<file path="config.mk">
export PLATFORM = sky130hd
export DESIGN_NAME = dispctl_decoder
export DESIGN_NICKNAME = d
export VERILOG_FILES = /design/src/rtl/dispctl_pkg.sv /design/src/rtl/dispctl_cmd_decode.sv /design/src/rtl/dispctl_status_reg.sv /design/src/rtl/dispctl_geom_regs.sv /design/src/rtl/dispctl_query_port.sv /design/src/rtl/dispctl_decoder.sv
export SDC_FILE = /design/constraint.sdc
export NUM_CORES = 1
export LEC_CHECK = 0
export BUFFER_PORTS_ARGS = -buffer_cell sky130_fd_sc_hd__buf_2
export CORE_AREA = 4 4 163 165
export CTS_CLUSTER_SIZE = 30
export DETAILED_ROUTE_END_ITERATION = 12
export DIE_AREA = 0 0 167 169
export PLACE_DENSITY = 0.56
export RECOVER_POWER = 100
export SKIP_LAST_GASP = 1
export SLEW_MARGIN = 20
export SYNTH_ARGS = -nofsm -noshare
export SYNTH_HDL_FRONTEND = slang
export SYNTH_SLANG_ARGS = --single-unit
</file>
<file path="constraint.sdc">
create_clock -name clk -period 1.7 [get_ports clk]
set_input_delay 0.17 -clock clk [delete_from_list [all_inputs] [get_ports clk]]
set_output_delay 0.17 -clock clk [all_outputs]
set_load 0.02 [all_outputs]
</file>
<file path="src/rtl/dispctl_pkg.sv">
package dispctl_pkg;

    localparam int WORD_W        = 32;
    localparam int CMD_W         = 8;
    localparam int NUM_SHADOW    = 8;
    localparam int SHADOW_IDX_W  = $clog2(NUM_SHADOW);
    localparam int START_X_W     = 10;
    localparam int START_Y_W     = 9;
    localparam int HPOS_W        = 12;
    localparam int VPOS_W        = 10;
    localparam int WIDTH_W       = 10;

    localparam logic [WORD_W-1:0] STATUS_RESET = 32'h1480_2000;
    localparam int BLANK_BIT     = 23;
    localparam int DMA_LSB       = 29;
    localparam int DMA_W         = 2;
    localparam int MODE_LSB      = 16;
    localparam int MODE_W        = 7;
    localparam int HSEL_W        = 3;

    localparam int QMASK_NARROW  = 20;
    localparam int QMASK_WIDE    = 22;
    localparam int QWIDE_IDX     = 5;

    typedef enum logic [2:0] {
        OP_NONE, OP_BLANK, OP_DMADIR, OP_START,
        OP_HSPAN, OP_VSPAN, OP_MODE, OP_QUERY
    } op_e;

    typedef struct packed {
        op_e               op;
        logic [WORD_W-1:0] arg;
    } cmd_t;

    typedef struct packed {
        logic [START_X_W-1:0] start_x;
        logic [START_Y_W-1:0] start_y;
        logic [HPOS_W-1:0]    h_lo;
        logic [HPOS_W-1:0]    h_hi;
        logic [VPOS_W-1:0]    v_lo;
        logic [VPOS_W-1:0]    v_hi;
    } geom_t;

    function automatic op_e classify(input logic [CMD_W-1:0] c);
        op_e r;
        case (c)
            8'h03:   r = OP_BLANK;
            8'h04:   r = OP_DMADIR;
            8'h05:   r = OP_START;
            8'h06:   r = OP_HSPAN;
            8'h07:   r = OP_VSPAN;
            8'h08:   r = OP_MODE;
            default: r = (c[7:4] == 4'h1) ? OP_QUERY : OP_NONE;
        endcase
        return r;
    endfunction

    function automatic logic [WIDTH_W-1:0] mode_width(input logic [HSEL_W-1:0] m);
        logic [WIDTH_W-1:0] w;
        if (m[0]) begin
            w = 10'd368;
        end else begin
            case (m[2:1])
                2'd0:    w = 10'd256;
                2'd1:    w = 10'd320;
                2'd2:    w = 10'd512;
                default: w = 10'd640;
            endcase
        end
        return w;
    endfunction

    function automatic logic [WORD_W-1:0] query_mask(input int idx);
        int bits;
        bits = (idx == QWIDE_IDX) ? QMASK_WIDE : QMASK_NARROW;
        return (WORD_W'(1) << bits) - WORD_W'(1);
    endfunction

endpackage

</file>
<file path="src/rtl/dispctl_cmd_decode.sv">
module dispctl_cmd_decode
    import dispctl_pkg::*;
(
    input  logic              wr_en,
    input  logic [WORD_W-1:0] wr_data,
    output cmd_t              cmd
);
    always_comb begin
        cmd.arg = wr_data;
        cmd.op  = wr_en ? classify(wr_data[WORD_W-1 -: CMD_W]) : OP_NONE;
    end
endmodule

</file>
<file path="src/rtl/dispctl_status_reg.sv">
module dispctl_status_reg
    import dispctl_pkg::*;
(
    input  logic               clk,
    input  logic               rst,
    input  cmd_t               cmd,
    output logic [WORD_W-1:0]  status,
    output logic [WIDTH_W-1:0] width
);
    logic unused_arg;
    assign unused_arg = ^cmd.arg[WORD_W-1:MODE_W];

    always_ff @(posedge clk) begin
        if (rst) begin
            status <= STATUS_RESET;
        end else begin
            case (cmd.op)
                OP_BLANK:  status[BLANK_BIT] <= cmd.arg[0];
                OP_DMADIR: status[DMA_LSB +: DMA_W] <= cmd.arg[DMA_W-1:0];
                OP_MODE:   status[MODE_LSB +: MODE_W] <= {cmd.arg[MODE_W-2:0], cmd.arg[MODE_W-1]};
                default:   ;
            endcase
        end
    end

    assign width = mode_width(status[MODE_LSB +: HSEL_W]);
endmodule

</file>
<file path="src/rtl/dispctl_geom_regs.sv">
module dispctl_geom_regs
    import dispctl_pkg::*;
(
    input  logic  clk,
    input  logic  rst,
    input  cmd_t  cmd,
    output geom_t geom
);
    localparam int USED_W = 2 * HPOS_W;

    logic unused_arg;
    assign unused_arg = ^cmd.arg[WORD_W-1:USED_W];

    always_ff @(posedge clk) begin
        if (rst) begin
            geom <= '0;
        end else begin
            case (cmd.op)
                OP_START: begin
                    geom.start_x <= cmd.arg[START_X_W-1:0];
                    geom.start_y <= cmd.arg[START_X_W +: START_Y_W];
                end
                OP_HSPAN: begin
                    geom.h_lo <= cmd.arg[HPOS_W-1:0];
                    geom.h_hi <= cmd.arg[HPOS_W +: HPOS_W];
                end
                OP_VSPAN: begin
                    geom.v_lo <= cmd.arg[VPOS_W-1:0];
                    geom.v_hi <= cmd.arg[VPOS_W +: VPOS_W];
                end
                default: ;
            endcase
        end
    end
endmodule

</file>
<file path="src/rtl/dispctl_query_port.sv">
module dispctl_query_port
    import dispctl_pkg::*;
(
    input  logic                         clk,
    input  logic                         rst,
    input  cmd_t                         cmd,
    input  logic [NUM_SHADOW*WORD_W-1:0] shadow_flat,
    output logic [WORD_W-1:0]            rdata
);
    logic [WORD_W-1:0] masked [NUM_SHADOW];

    for (genvar i = 0; i < NUM_SHADOW; i++) begin : g_mask
        assign masked[i] = shadow_flat[i*WORD_W +: WORD_W] & query_mask(i);
    end

    logic unused_arg;
    assign unused_arg = ^cmd.arg[WORD_W-1:SHADOW_IDX_W];

    always_ff @(posedge clk) begin
        if (rst) begin
            rdata <= '0;
        end else if (cmd.op == OP_QUERY) begin
            rdata <= masked[cmd.arg[SHADOW_IDX_W-1:0]];
        end
    end
endmodule

</file>
<file path="src/rtl/dispctl_decoder.sv">
module dispctl_decoder
    import dispctl_pkg::*;
(
    input  logic                         clk,
    input  logic                         rst,
    input  logic                         wr_en,
    input  logic [WORD_W-1:0]            wr_data,
    input  logic [NUM_SHADOW*WORD_W-1:0] shadow_flat,
    output logic [WORD_W-1:0]            status_word,
    output logic [START_X_W-1:0]         disp_x,
    output logic [START_Y_W-1:0]         disp_y,
    output logic [HPOS_W-1:0]            hrange_lo,
    output logic [HPOS_W-1:0]            hrange_hi,
    output logic [VPOS_W-1:0]            vrange_lo,
    output logic [VPOS_W-1:0]            vrange_hi,
    output logic [WIDTH_W-1:0]           hmode_width,
    output logic [WORD_W-1:0]            query_data
);
    cmd_t  cmd;
    geom_t geom;

    dispctl_cmd_decode u_decode (
        .wr_en   (wr_en),
        .wr_data (wr_data),
        .cmd     (cmd)
    );

    dispctl_status_reg u_status (
        .clk    (clk),
        .rst    (rst),
        .cmd    (cmd),
        .status (status_word),
        .width  (hmode_width)
    );

    dispctl_geom_regs u_geom (
        .clk  (clk),
        .rst  (rst),
        .cmd  (cmd),
        .geom (geom)
    );

    dispctl_query_port u_query (
        .clk         (clk),
        .rst         (rst),
        .cmd         (cmd),
        .shadow_flat (shadow_flat),
        .rdata       (query_data)
    );

    assign disp_x    = geom.start_x;
    assign disp_y    = geom.start_y;
    assign hrange_lo = geom.h_lo;
    assign hrange_hi = geom.h_hi;
    assign vrange_lo = geom.v_lo;
    assign vrange_hi = geom.v_hi;
endmodule

</file>
==> reports/metrics.cfg <==
[outcome]
outcome = finished, final reports clean

[place]
dpl_worst_slack_ns = -0.124
place.gp.congestion = 0.794
io_buffer_count = 297
dp_hpwl_um = 16300

[routing]
route.met3.wl_um = 1710
vias_per_cell = 4.46
top_layer = met5
ant_nets = 0
wl_met1_um = 7910
route.detailed.drc = 0
wl_per_cell_um = 18.4
drt_wl_total_um = 20400
met2RoutedLength_um = 10500
dr.first_iter.drc_count = 185
drtPass1Iterations = 4
num_vias = 4947

[layout]
layout-drive-gt1-share_pct = 35.6
fill_cells = 2726
nNetsFinal = 1064
syn_to_final_growth_pct = 34.0

[clock_network]
cts.htree.levels = 3
numCtsBuffers = 9
cts.sinks = 95
post_cts_buffers = 0
clock_latency_ns = 0.34
ctsResizeCount = 0
clockBufferDepth = 2
clkTransAtPathRegs_ns = 0.07
cts-root-buf = clkbuf_16
hold_buffers = 0
cts_tree = built

[grt]
grt_pass1_vias = 4832
grt_max_degree = 38
grt_pass1_wl_um = 29300
antenna_found_initial = 5
grt_usage_pct = 13.5
gr-total-overflow = 0

[critical_path]
r2r_cells = 2
startpoint = wr_data[27]
critical_path_class = primary input to flop
cp.arrival_ns = 1.71
start_kind = primary input
crit_required_ns = 1.92
reg2reg_from = u_query.rdata[1]
endpoint_kind = flop
cp_max_fo = 21

[die]
initial_core_util_pct = 21.8
die_area_um2 = 28200
io_pins = 428
core_um2 = 25000
die_h_um = 169
row_count = 58
die_x_um = 167

[logic_synthesis]
synth.most_common_cell = dfxtp_1
yosys_warnings = 0
ys_seq_area_share_pct = 34.8
syn_area_um2 = 5460
synth_top_area_share_pct = 34.8
synth_edf_count = 0
synthFlopType = dfxtp_1
syn_inst = 485
synth_area_leaders = dfxtp_1 35%, mux2i_1 14%, mux4_2 11%
synth.avg_cell_area_um2 = 11.3
yosys-top-cells-count = 95 x dfxtp_1, 74 x mux2i_1, 56 x nor2_1
synth.distinct_cells = 36
synth_top_area_cell = dfxtp_1
async_flop_share_pct = 0
ys_seq_elements = 95

[timing]
post-route-min-period_ns = 1.48
layout_setup_ws_ns = 0.216
hold_viol_final = 0
setup_violations = 0
fmaxAchievable_mhz = 674
tightest_slew_ns = 0.986
max-slew-margin-rel_pct = 34.0
worst_clock_skew_ns = 0
fin_crit_sh_pct = 87.3
setup_tns_ns = 0
final_max_slew_viol_count = 0
rsz0062_at_grt = no

[job]
drv_cap = 0

[min_path]
hold-path-cell-count = 3
hp-class = primary input to flop
worstHoldStart = wr_data[20]

[power]
worst_ir_drop_vdd_v = 0.000377
power_density_nw_per_um2 = 758
finalPower_mw = 5.55
p_leak_nw = 3.29

[final timing paths]
kind | endpoint | slack, ns
setup / recovery | u_geom.geom[29] | 0.22
hold / removal | u_geom.geom[28] | 0.05
setup reg to reg | u_query.rdata[1] | 0.99
hold reg to reg | u_geom.geom[51] | 0.47
[worst max-delay path, stage by stage]
cell      delay [ns]
buf_2           0.10
clkbuf_1        0.14
nor3b_2         0.33
nand3_1         0.32
buf_4           0.36
mux2i_1         0.20
nor2_1          0.05
[state kept, by name (all words and copies together) (netlist names)]
name,count
u_geom.geom,63
u_query.rdata,22
u_status.status,10
[cell type report]
type	instances	area [um2]	area share (%)
Multi-Input combinational cell	334	2930	40.0
Sequential cell	95	1900	26.0
Timing Repair Buffer	330	1710	23.4
Tap cell	330	413	5.64
Clock buffer	9	225	3.08
Clock inverter	7	124	1.69
Inverter	3	11.3	0.154
Antenna cell	1	2.50	0.0342
[kinds of logic (layout without fill, tap and decap cells)]
kind of cell           count (synthesis)  in the layout  share of synthesized area (%)
flip-flops                            95             95                           34.8
AND/OR/NAND/NOR                       96             96                           9.23
AO/OA/AOI/OAI                         88             88                           11.3
other                                  2             37                          0.138
multiplexers                         114            114                           31.0
buffers and inverters                 90            349                           13.6
[per-stage QoR]
step | util [%] | hold slack [ns] | area (um2) | std cells
global route | 29.2 | 0.0558 | 7310 | 1108
floorplan | - | 0.314 | 5590 | 519
CTS | 30.0 | 0.0392 | 7500 | 1108
global placement | 28.6 | 0.402 | 7150 | 1092
detailed placement | 28.6 | 0.415 | 7150 | 1092
finish | 29.2 | 0.0512 | 7310 | 1109
[per-layer routing]
| layer | track usage (%) | vias up |
|---|---|---|
| met3 | 4.13 | 22 |
| li1 | - | 2361 |
| met1 | 15.5 | 2341 |
| met4 | 3.34 | 4 |
| met5 | 0 | - |
| met2 | 24.4 | 219 |
[layout by cell type (no fill, tap or decap), types with 4 or more instances in the layout]
cell,instances
a211oi_1,20
a21oi_1,22
a31oi_1,20
buf_12,9
buf_2,193
buf_4,22
clkbuf_1,105
clkbuf_16,9
conb_1,36
dfxtp_1,95
mux2i_1,74
mux4_1,13
mux4_2,27
nand3_1,4
nand4_1,21
nor2_1,56
o31ai_1,21
[power by group]
group,total (mW),internal [mW],switching (mW)
registers,2.24,2.24,0.00711
logic,0.899,0.439,0.460
clock network,2.40,1.45,0.948
total,5.55,4.13,1.41
Note: power is estimated with default switching activity, not from simulation.
